==> src/rtl/rxd_pkg.sv <==
package rxd_pkg;

  typedef enum logic [1:0] {
    DG_ZERO = 2'd0,
    DG_ONE  = 2'd1,
    DG_OPEN = 2'd2,
    DG_BAD  = 2'd3
  } digit_e;

  // first/second pulse widths (1 = long) to a digit
  function automatic digit_e pair_to_digit(input logic first_long, input logic second_long);
    case ({first_long, second_long})
      2'b00:   return DG_ZERO;
      2'b11:   return DG_ONE;
      2'b10:   return DG_OPEN;
      default: return DG_BAD;
    endcase
  endfunction

endpackage

==> src/rtl/rxd_pulse_slicer.sv <==
module rxd_pulse_slicer #(
  parameter int SAMPLE_CYC = 13,
  parameter int EOW_CYC    = 128,
  parameter int EOT_CYC    = 256
) (
  input  logic clk,
  input  logic rst_n,
  input  logic line_i,
  output logic bit_vld_o,
  output logic bit_long_o,
  output logic eow_o,
  output logic eot_o
);

  localparam int CW = $clog2(EOT_CYC + 1);
  localparam logic [CW-1:0] SMP_LAST = CW'(SAMPLE_CYC - 1);
  localparam logic [CW-1:0] EOW_LAST = CW'(EOW_CYC - 1);
  localparam logic [CW-1:0] EOT_LAST = CW'(EOT_CYC - 1);
  localparam logic [CW-1:0] EOT_SAT  = CW'(EOT_CYC);

  logic [2:0]    sync_q;
  logic          arm_q, arm_d;
  logic [CW-1:0] hi_cnt_q, hi_cnt_d;
  logic [CW-1:0] lo_cnt_q, lo_cnt_d;
  logic          line_s, rise;

  assign line_s = sync_q[1];
  assign rise   = sync_q[1] & ~sync_q[2];

  always_comb begin
    arm_d     = arm_q;
    hi_cnt_d  = hi_cnt_q;
    bit_vld_o = 1'b0;
    if (rise) begin
      arm_d    = 1'b1;
      hi_cnt_d = '0;
    end else if (arm_q) begin
      if (hi_cnt_q == SMP_LAST) begin
        arm_d     = 1'b0;
        bit_vld_o = 1'b1;
      end else begin
        hi_cnt_d = hi_cnt_q + 1'b1;
      end
    end
  end

  assign bit_long_o = line_s;

  always_comb begin
    lo_cnt_d = lo_cnt_q;
    if (line_s) begin
      lo_cnt_d = '0;
    end else if (lo_cnt_q != EOT_SAT) begin
      lo_cnt_d = lo_cnt_q + 1'b1;
    end
  end

  assign eow_o = !line_s && (lo_cnt_q == EOW_LAST);
  assign eot_o = !line_s && (lo_cnt_q == EOT_LAST);

  always_ff @(posedge clk or negedge rst_n) begin
    if (!rst_n) begin
      sync_q   <= '0;
      arm_q    <= 1'b0;
      hi_cnt_q <= '0;
      lo_cnt_q <= '0;
    end else begin
      sync_q   <= {sync_q[1:0], line_i};
      arm_q    <= arm_d;
      hi_cnt_q <= hi_cnt_d;
      lo_cnt_q <= lo_cnt_d;
    end
  end

endmodule

==> src/rtl/rxd_digit_collect.sv <==
module rxd_digit_collect
  import rxd_pkg::*;
#(
  parameter int NDIG = 9
) (
  input  logic              clk,
  input  logic              rst_n,
  input  logic              bit_vld_i,
  input  logic              bit_long_i,
  input  logic              eow_i,
  output logic              word_vld_o,
  output logic              word_ok_o,
  output logic [2*NDIG-1:0] word_dig_o
);

  localparam int CNTW = $clog2(NDIG + 1);
  localparam logic [CNTW-1:0] CNT_FULL = CNTW'(NDIG);

  logic              half_q, half_d;
  logic              first_q, first_d;
  logic              err_q, err_d;
  logic [CNTW-1:0]   cnt_q, cnt_d;
  logic [2*NDIG-1:0] dig_q, dig_d;
  digit_e            dg;

  assign dg = pair_to_digit(first_q, bit_long_i);

  always_comb begin
    half_d     = half_q;
    first_d    = first_q;
    err_d      = err_q;
    cnt_d      = cnt_q;
    dig_d      = dig_q;
    word_vld_o = 1'b0;
    word_ok_o  = 1'b0;
    if (eow_i) begin
      word_vld_o = (cnt_q != '0) || half_q;
      word_ok_o  = (cnt_q == CNT_FULL) && !half_q && !err_q;
      half_d     = 1'b0;
      err_d      = 1'b0;
      cnt_d      = '0;
    end else if (bit_vld_i) begin
      if (!half_q) begin
        half_d  = 1'b1;
        first_d = bit_long_i;
      end else begin
        half_d = 1'b0;
        if (dg == DG_BAD) err_d = 1'b1;
        if (cnt_q == CNT_FULL) begin
          err_d = 1'b1;
        end else begin
          cnt_d = cnt_q + 1'b1;
          for (int i = 0; i < NDIG; i++) begin
            if (cnt_q == CNTW'(i)) dig_d[2*i +: 2] = dg;
          end
        end
      end
    end
  end

  assign word_dig_o = dig_q;

  always_ff @(posedge clk or negedge rst_n) begin
    if (!rst_n) begin
      half_q  <= 1'b0;
      first_q <= 1'b0;
      err_q   <= 1'b0;
      cnt_q   <= '0;
      dig_q   <= '0;
    end else begin
      half_q  <= half_d;
      first_q <= first_d;
      err_q   <= err_d;
      cnt_q   <= cnt_d;
      dig_q   <= dig_d;
    end
  end

endmodule

==> src/rtl/rxd_word_judge.sv <==
module rxd_word_judge
  import rxd_pkg::*;
#(
  parameter int ADDR_DIGITS = 5,
  parameter int DATA_DIGITS = 4
) (
  input  logic                                 clk,
  input  logic                                 rst_n,
  input  logic                                 word_vld_i,
  input  logic                                 word_ok_i,
  input  logic [2*(ADDR_DIGITS+DATA_DIGITS)-1:0] word_dig_i,
  input  logic                                 eot_i,
  input  logic [ADDR_DIGITS-1:0]               addr_lvl_i,
  input  logic [ADDR_DIGITS-1:0]               addr_open_i,
  output logic [DATA_DIGITS-1:0]               data_o,
  output logic                                 valid_o
);

  logic [ADDR_DIGITS-1:0] addr_hit;
  logic [DATA_DIGITS-1:0] nib;

  for (genvar k = 0; k < ADDR_DIGITS; k++) begin : g_addr
    logic [1:0] d;
    assign d = word_dig_i[2*k +: 2];
    assign addr_hit[k] = addr_open_i[k] ? (d == DG_OPEN)
                       : (d == (addr_lvl_i[k] ? DG_ONE : DG_ZERO));
  end

  for (genvar j = 0; j < DATA_DIGITS; j++) begin : g_data
    assign nib[j] = (word_dig_i[2*(ADDR_DIGITS+j) +: 2] != DG_ZERO);
  end

  logic                   have_q, have_d;
  logic [DATA_DIGITS-1:0] stash_q, stash_d;
  logic [DATA_DIGITS-1:0] data_q, data_d;
  logic                   valid_q, valid_d;
  logic                   good;

  assign good = word_ok_i && (&addr_hit);

  always_comb begin
    have_d  = have_q;
    stash_d = stash_q;
    data_d  = data_q;
    valid_d = valid_q;
    if (word_vld_i) begin
      if (!good) begin
        have_d  = 1'b0;
        valid_d = 1'b0;
      end else if (!have_q) begin
        have_d  = 1'b1;
        stash_d = nib;
      end else if (nib == stash_q) begin
        data_d  = nib;
        valid_d = 1'b1;
      end else begin
        valid_d = 1'b0;
        stash_d = nib;
      end
    end else if (eot_i) begin
      have_d  = 1'b0;
      valid_d = 1'b0;
    end
  end

  assign data_o  = data_q;
  assign valid_o = valid_q;

  always_ff @(posedge clk or negedge rst_n) begin
    if (!rst_n) begin
      have_q  <= 1'b0;
      stash_q <= '0;
      data_q  <= '0;
      valid_q <= 1'b0;
    end else begin
      have_q  <= have_d;
      stash_q <= stash_d;
      data_q  <= data_d;
      valid_q <= valid_d;
    end
  end

endmodule

==> src/rtl/rxd_pair_decoder.sv <==
module rxd_pair_decoder #(
  parameter int CLK_PER_ENC = 8,
  parameter int ADDR_DIGITS = 5,
  parameter int DATA_DIGITS = 4
) (
  input  logic                   clk,
  input  logic                   rst_n,
  input  logic                   line_i,
  input  logic [ADDR_DIGITS-1:0] addr_lvl_i,
  input  logic [ADDR_DIGITS-1:0] addr_open_i,
  output logic [DATA_DIGITS-1:0] data_o,
  output logic                   valid_o
);

  localparam int NDIG       = ADDR_DIGITS + DATA_DIGITS;
  localparam int SAMPLE_CYC = (CLK_PER_ENC * 172) / 100;
  localparam int DATA_PER   = 8 * CLK_PER_ENC;
  localparam int EOW_CYC    = 2 * DATA_PER;
  localparam int EOT_CYC    = 4 * DATA_PER;

  logic [1:0] rst_sync_q;
  logic       rst_sync_n;

  always_ff @(posedge clk or negedge rst_n) begin
    if (!rst_n) rst_sync_q <= 2'b00;
    else        rst_sync_q <= {rst_sync_q[0], 1'b1};
  end
  assign rst_sync_n = rst_sync_q[1];

  logic              bit_vld, bit_long, eow, eot;
  logic              word_vld, word_ok;
  logic [2*NDIG-1:0] word_dig;

  rxd_pulse_slicer #(
    .SAMPLE_CYC (SAMPLE_CYC),
    .EOW_CYC    (EOW_CYC),
    .EOT_CYC    (EOT_CYC)
  ) u_slicer (
    .clk        (clk),
    .rst_n      (rst_sync_n),
    .line_i     (line_i),
    .bit_vld_o  (bit_vld),
    .bit_long_o (bit_long),
    .eow_o      (eow),
    .eot_o      (eot)
  );

  rxd_digit_collect #(
    .NDIG (NDIG)
  ) u_collect (
    .clk        (clk),
    .rst_n      (rst_sync_n),
    .bit_vld_i  (bit_vld),
    .bit_long_i (bit_long),
    .eow_i      (eow),
    .word_vld_o (word_vld),
    .word_ok_o  (word_ok),
    .word_dig_o (word_dig)
  );

  rxd_word_judge #(
    .ADDR_DIGITS (ADDR_DIGITS),
    .DATA_DIGITS (DATA_DIGITS)
  ) u_judge (
    .clk         (clk),
    .rst_n       (rst_sync_n),
    .word_vld_i  (word_vld),
    .word_ok_i   (word_ok),
    .word_dig_i  (word_dig),
    .eot_i       (eot),
    .addr_lvl_i  (addr_lvl_i),
    .addr_open_i (addr_open_i),
    .data_o      (data_o),
    .valid_o     (valid_o)
  );

endmodule

==> config.mk <==
export PLATFORM = sky130hd
export DESIGN_NAME = rxd_pair_decoder
export DESIGN_NICKNAME = d
export VERILOG_FILES = /design/src/rtl/rxd_pkg.sv /design/src/rtl/rxd_pulse_slicer.sv /design/src/rtl/rxd_digit_collect.sv /design/src/rtl/rxd_word_judge.sv /design/src/rtl/rxd_pair_decoder.sv
export SDC_FILE = /design/constraint.sdc
export NUM_CORES = 1
export LEC_CHECK = 0
export BUFFER_PORTS_ARGS = -buffer_cell sky130_fd_sc_hd__clkbuf_2
export CAP_MARGIN = 20
export CORE_ASPECT_RATIO = 1.5
export CORE_UTILIZATION = 55
export CTS_BUF_LIST = sky130_fd_sc_hd__clkbuf_8
export DETAILED_ROUTE_END_ITERATION = 7
export GPL_ROUTABILITY_DRIVEN = 1
export PLACE_DENSITY = 0.73
export SYNTH_ARGS = -nofsm -noshare
export SYNTH_HDL_FRONTEND = slang
export SYNTH_SLANG_ARGS = --single-unit
export TNS_END_PERCENT = 10
==> constraint.sdc <==
create_clock -name clk -period 2.4 [get_ports clk]
set_clock_uncertainty 0.15 [all_clocks]
set_input_delay 0.24 -clock clk [delete_from_list [all_inputs] [get_ports clk]]
set_output_delay 0.24 -clock clk [all_outputs]
set_load 0.05 [all_outputs]
# After elaboration in Yosys (flattened, before gate mapping)
# Cells that the tools add are included.
[classes]
n_bitwise = 5
add_sub_neg = 3
n_reduce_logical = 39
n_mux = 45
n_eq_ne = 31
[op_table]
columns = ["cell", "n"]
rows = [
  ["5-bit AND reduction", 10],
  ["9-bit two-way mux", 5],
  ["1-bit two-way mux", 33],
  ["4-bit two-way mux", 6],
  ["9-bit by 1-bit adder with 9-bit output (second input constant)", 2],
  ["2-bit nonzero test", 9],
  ["2-bit == test (second input constant)", 8],
  ["4-bit by 3-bit == test with 1-bit output (second input constant)", 4],
  ["3-bit AND reduction", 4],
  ["2-bit == test", 5],
  ["9-bit by 4-bit == test with 1-bit output (second input constant)", 1],
  ["9-bit by 7-bit == test with 1-bit output (second input constant)", 1],
  ["9-bit by 8-bit == test with 1-bit output (second input constant)", 1],
  ["9-bit inequality test (second input constant)", 1],
  ["4-bit by 2-bit == test with 1-bit output (second input constant)", 2],
  ["4-bit == test (second input constant)", 2],
  ["2-bit case mux with 3 select lines", 1],
  ["1-bit logical AND", 5],
  ["4-bit by 1-bit adder with 4-bit output (second input constant)", 1],
  ["4-bit by 1-bit == test with 1-bit output (second input constant)", 1],
  ["4-bit == test", 1],
  ["4-bit zero test", 1],
  ["2-bit inequality test (second input constant)", 2],
  ["1-bit inverter", 4],
  ["10 further kinds", 13],
]
[word_totals]
elab_cells = 145
in_bits = 13
ff_bits = 59
output_inout_bits = 5

# Depth between registers and ports, before layout
[logic_depth]
ltp_word = 8
depth_mapped = 7
depth_no_buf = 7

# Modules after synthesis
# Synthesis repeated with hierarchy kept, for this count alone.
[unflattened]
cells_unflattened = 301
hier_area_um2 = 3199.3
[by_module_without_submodules]
columns = ["mod", "seq_area_each_um2", "cells_each", "area_each_um2", "instances"]
rows = [
  ["rxd_digit_collect", 625.6, 112, 1313.8, 1],
  ["rxd_pulse_slicer", 550.5, 123, 1196.1, 1],
  ["rxd_word_judge", 250.2, 63, 635.6, 1],
  ["rxd_pair_decoder", 50.0, 3, 53.8, 1],
]

# Worst setup path before layout
# Ideal clock, no wire load.
[synth_timing]
path_kind = "register -> register"
from = "reg u_slicer.lo_cnt_q[0]"
to = "reg u_judge.stash_q[0]"
period_less_slack_ps = 2732
setup_ps = 128
stages_incl_launch_ff = 7
path_slack_ps = -332
t_required_ps = 2122
arrival_time_ps = 2454
n_path_buf = 0
path_cell_list = "dfrtp_1 -> ha_1 -> nand3_1 -> or4_4 -> or4b_4 -> nor3_2 -> mux2_1"
[synth_between]
elab_chain_cells = 5
word_cells_on_any_way = 6
classes_between = "1 x eq/ne; 2 x mux; 3 x reduce/logical"
[synth_rtl]
columns = ["element", "line_no", "source"]
rows = [
  ["from (decl)", "rxd_pulse_slicer.sv:24", "logic [CW-1:0] lo_cnt_q, lo_cnt_d;"],
  ["from (signal assigned)", "rxd_pulse_slicer.sv:71", "lo_cnt_q <= lo_cnt_d;"],
  ["9-bit by 7-bit == test with 1-bit output *", "rxd_pulse_slicer.sv:58", "assign eow_o = !line_s && (lo_cnt_q == EOW_LAST);"],
  ["1-bit logical AND *", "rxd_pulse_slicer.sv:58", ""],
  ["1-bit two-way mux", "rxd_digit_collect.sv:36", "if (eow_i) begin"],
  ["1-bit logical AND", "rxd_word_judge.sv:39", "assign good = word_ok_i && (&addr_hit);"],
  ["3-bit AND reduction (no source line) *", "-", ""],
  ["to (signal assigned)", "rxd_word_judge.sv:77", "stash_q <= stash_d;"],
  ["to (decl)", "rxd_word_judge.sv:34", "logic [DATA_DIGITS-1:0] stash_q, stash_d;"],
]
# Mark *: on every way between the ends. The rest lies on a longest branch, timed or not.
# A chain may end at the register's enable or synchronous reset.

# Worst setup path after layout
[layout_timing]
from = "reg u_slicer.lo_cnt_q[7]"
to = "reg u_judge.data_q[2], in the netlist u_judge.data_o[2]"
[layout_between]
elab_chain_cells = 5
word_cells_on_any_way = 6
classes_between = "1 x eq/ne; 2 x mux; 3 x reduce/logical"
[layout_rtl]
columns = ["element", "line_no", "source"]
rows = [
  ["9-bit by 7-bit == test with 1-bit output *", "rxd_pulse_slicer.sv:58", ""],
  ["1-bit logical AND *", "rxd_pulse_slicer.sv:58", ""],
  ["1-bit two-way mux", "rxd_digit_collect.sv:36", ""],
  ["1-bit logical AND", "rxd_word_judge.sv:39", ""],
  ["4-bit AND reduction (no source line) *", "-", ""],
  ["to (signal assigned)", "rxd_word_judge.sv:78", "data_q <= data_d;"],
  ["to (decl)", "rxd_word_judge.sv:35", "logic [DATA_DIGITS-1:0] data_q, data_d;"],
]
# Marks and branches as above.

==> flow_metrics.tcl <==
set metrics [dict create \
    clk_latency_ns 0.34 \
    synth_seq_cells 59 \
    cts_tree "done" \
    slew-limit-headroom_pct 52.4 \
    drc_errors 0 \
    layout_commonest_cell "dfrtp_1" \
    clk_path_buf_depth 2 \
    dieArea_um2 5740 \
    avgRoutedWirePerCell_um 13.4 \
    die_y_um 92.3 \
    die_w_um 62.2 \
    crit_required_ns 2.47 \
    clock_sinks 59 \
    max-vdd-ir-drop_mv 0.626 \
    hold_viol_final 0 \
    synth_edf_count 0 \
    tightestPinTransition_ns 0.714 \
    p_comb_share_pct 17.0 \
    intPower_mw 1.64 \
    gp_routability_congestion 0.811 \
    p_sw_uw 653 \
    grt_overflow 0 \
    path_class "flop to flop" \
    yosys.area_share.simple_pct 21.0 \
    globalRouteTotalUtil_pct 22.4 \
    synth.area.mux_share_pct 10.1 \
    viasPerCell 5.30 \
    ys_seq_area_share_pct 49.4 \
    power_density_nw_per_um2 619 \
    switching_share_pct 28.5 \
    route.antenna.remaining_nets 0 \
    avgSynthCellArea_um2 10.9 \
    core-area_um2 5200 \
    slew_viol_final 0 \
    syn-instance-count 274 \
    rsz0062_at_grt "true" \
    first_iter_violations 73 \
    synth_async_sr_flop_share_pct 100 \
    synth_top_area_share_pct 49.4 \
    synth_compound_gate_area_share_pct 4.48 \
    max_freq_mhz 366 \
    hold_path_class "primary input to asynchronous set/reset pin" \
    r2r-start "u_slicer.lo_cnt_q[7]" \
    fin_cells 417 \
    area_delta_synth_final_pct 24.0 \
    firstDrtPassIters 4 \
    post-route-cell-area_um2 3710 \
    synth_area_leaders "dfrtp_1, mux2_2, ha_1" \
    synthesis.nets 298 \
    finalSetupViolCount 12 \
    ctsHtreeMaxLevel 3 \
    synth_top_family_by_area "simple AND/OR/NAND/NOR gates" \
    r2r-end "u_judge.data_o[2]" \
    cp-end-kind "flop" \
    finalWorstSetupSlack_ns -0.332 \
    rr_worst_depth 5 \
    root_buffer "clkbuf_8" \
    reg2reg_setup_slack_ns -0.33 \
    netlist_area_um2 2990 \
    seqPwrFrac_pct 48.3 \
    drive_gt1_share_pct 32.4 \
    ys_types 43 \
    vias 2210 \
    cp.arrival_ns 2.80 \
    final_cell_mix "dfrtp_1, buf_4, nor2_1, inv_1, clkbuf_2" \
    violations "setup timing" \
    dp.cells 399 \
    wirelength_mm 5.58 \
    grt_pass1_wl_mm 9.80 \
    clk_pin_slew_ns 0.07 \
    insertedDiodeCount 0 \
    cap_viol_max_count 0 \
    portBuffers 17 \
    static-leakage-power_nw 1.81 \
    grt_pass1_vias 2313 \
    nets 368 \
    yosysWarnings 0 \
    clkPwrFrac_pct 34.7 \
    synth_xor_area_share_pct 6.45 \
    p_total_mw 2.29 \
    io_pins 18 \
    worst-path-max-fanout 4 \
    cts_setup_buffers 0 \
    yosysTopAreaCell "dfrtp_1" \
    dp_hpwl_mm 4.17 \
    nFillCells 391 \
    fin_crit_sh_pct 114 \
    row_count 32 \
    cts_buffers 9 \
    ys.flop_type "dfrtp_1" \
    grt_max_degree 58 \
    placed_area_um2 3490 \
    pre_cts_ws_ns -0.345 \
    status "complete, but fails checks" \
    antenna_found_initial 0 \
    critPathLaunchType "flop" \
    synthAdderAreaFrac_pct 4.60 \
    initial_utilization_pct 57.4 \
    fin_crit_ns 2.73 \
]
## synth_stat cells (2+ instances only)
master	number
mux2_1	4
o21ai_0	10
nor3_1	9
nand3_1	11
inv_1	21
dfrtp_1	59
mux2_2	14
or2_2	5
ha_1	11
clkbuf_1	5
nor2b_1	4
xnor2_1	14
a2bb2oi_1	2
nor2_1	24
nand4_1	5
nor4b_1	2
nand3b_1	8
nand2_1	6
o31ai_1	2
xor2_1	8
or3_1	4
a21oi_1	6
or4_1	3
nand2b_1	2
nand4b_1	3
mux2i_1	10
nor3b_1	6
## sequential cells by signal, indices dropped and copies added, names as in the netlist, 2 cells and up
register              count
u_judge.stash_q           4
u_collect.word_dig_o     18
u_collect.cnt_q           4
u_slicer.lo_cnt_q         9
u_judge.data_o            4
u_slicer.sync_q           3
rst_sync_q                2
u_slicer.hi_cnt_q         9
## cells by family (layout without fill, tap and decap cells)
| group | Yosys count | after routing |
|---|---|---|
| flip-flops | 59 | 59 |
| AO/OA/AOI/OAI | 23 | 23 |
| buffers and inverters | 28 | 103 |
| XOR/XNOR | 22 | 22 |
| other | 1 | 1 |
| AND/OR/NAND/NOR | 102 | 102 |
| adder cells (fa/ha/maj) | 11 | 11 |
| multiplexers | 28 | 28 |
## cell type report
cell class | instances | area, µm² | share of cell area [%]
Sequential cell | 59 | 1480 | 39.9
Multi-Input combinational cell | 187 | 1430 | 38.5
Timing Repair Buffer | 66 | 458 | 12.4
Clock buffer | 10 | 138 | 3.71
Tap cell | 68 | 85.1 | 2.30
Inverter | 21 | 78.8 | 2.13
Clock inverter | 6 | 41.3 | 1.11
## worst max-delay path by stage
stage	startpoint	end	slack (ns)	cells past startpoint
final	u_slicer.lo_cnt_q[7]	u_judge.data_o[2]	-0.33	5
after detailed placement	u_slicer.lo_cnt_q[7]	u_judge.data_o[2]	-0.35	5
after global placement	u_slicer.lo_cnt_q[7]	u_judge.data_o[0]	-0.29	5
after floorplan	u_slicer.lo_cnt_q[7]	u_judge.data_o[0]	-0.28	5
after CTS	u_slicer.lo_cnt_q[7]	u_judge.data_o[2]	-0.34	5
after global routing	u_slicer.lo_cnt_q[7]	u_judge.data_o[2]	-0.39	5
## what timing repair did
action / 4_1_cts / 5_1_grt
endpoints found under the setup margin: 25 / 26
hold buffers: 2 / 0
resized for setup: 1 / 3
endpoints found under the hold margin: 3 / 0
pin swaps: 3 / 1
## worst max-delay path, cell delays in order (launching register included)
cell,delay [ns]
dfrtp_1,0.38
or3_1,0.39
or4_4,0.50
or4b_4,0.54
nor3_4,0.27
mux2_2,0.38
## power groups by stage
stage	Sequential (mW)	Clock [mW]	Combinational (mW)
6_report	1.11	0.796	0.390
5_1_grt	1.12	0.863	0.439
4_1_cts	1.11	0.818	0.398
3_5_place_dp	1.13	0	0.392
3_3_place_gp	1.12	0	0.379
2_1_floorplan	1.14	0	0.232
## routing by layer
metal / vias up / track usage, % / share of wire [%]
met5: - / 0 / 0
met4: 0 / 9.30 / 1.7
met3: 6 / 5.54 / 2.4
met2: 30 / 42.4 / 55
met1: 1081 / 23.2 / 41
li1: 1093 / - / -
## per-stage QoR
step	setup TNS, ns	hold slack [ns]	util [%]
6_report	-2.37	0.0611	71.2
3_3_place_gp	-2.48	-0.125	67.0
3_5_place_dp	-2.78	-0.122	67.0
4_1_cts	-2.49	0.0452	70.9
2_1_floorplan	-2.38	-0.206	-
5_1_grt	-3.97	0.0610	71.2
Note: power is estimated with default switching activity, not from simulation.
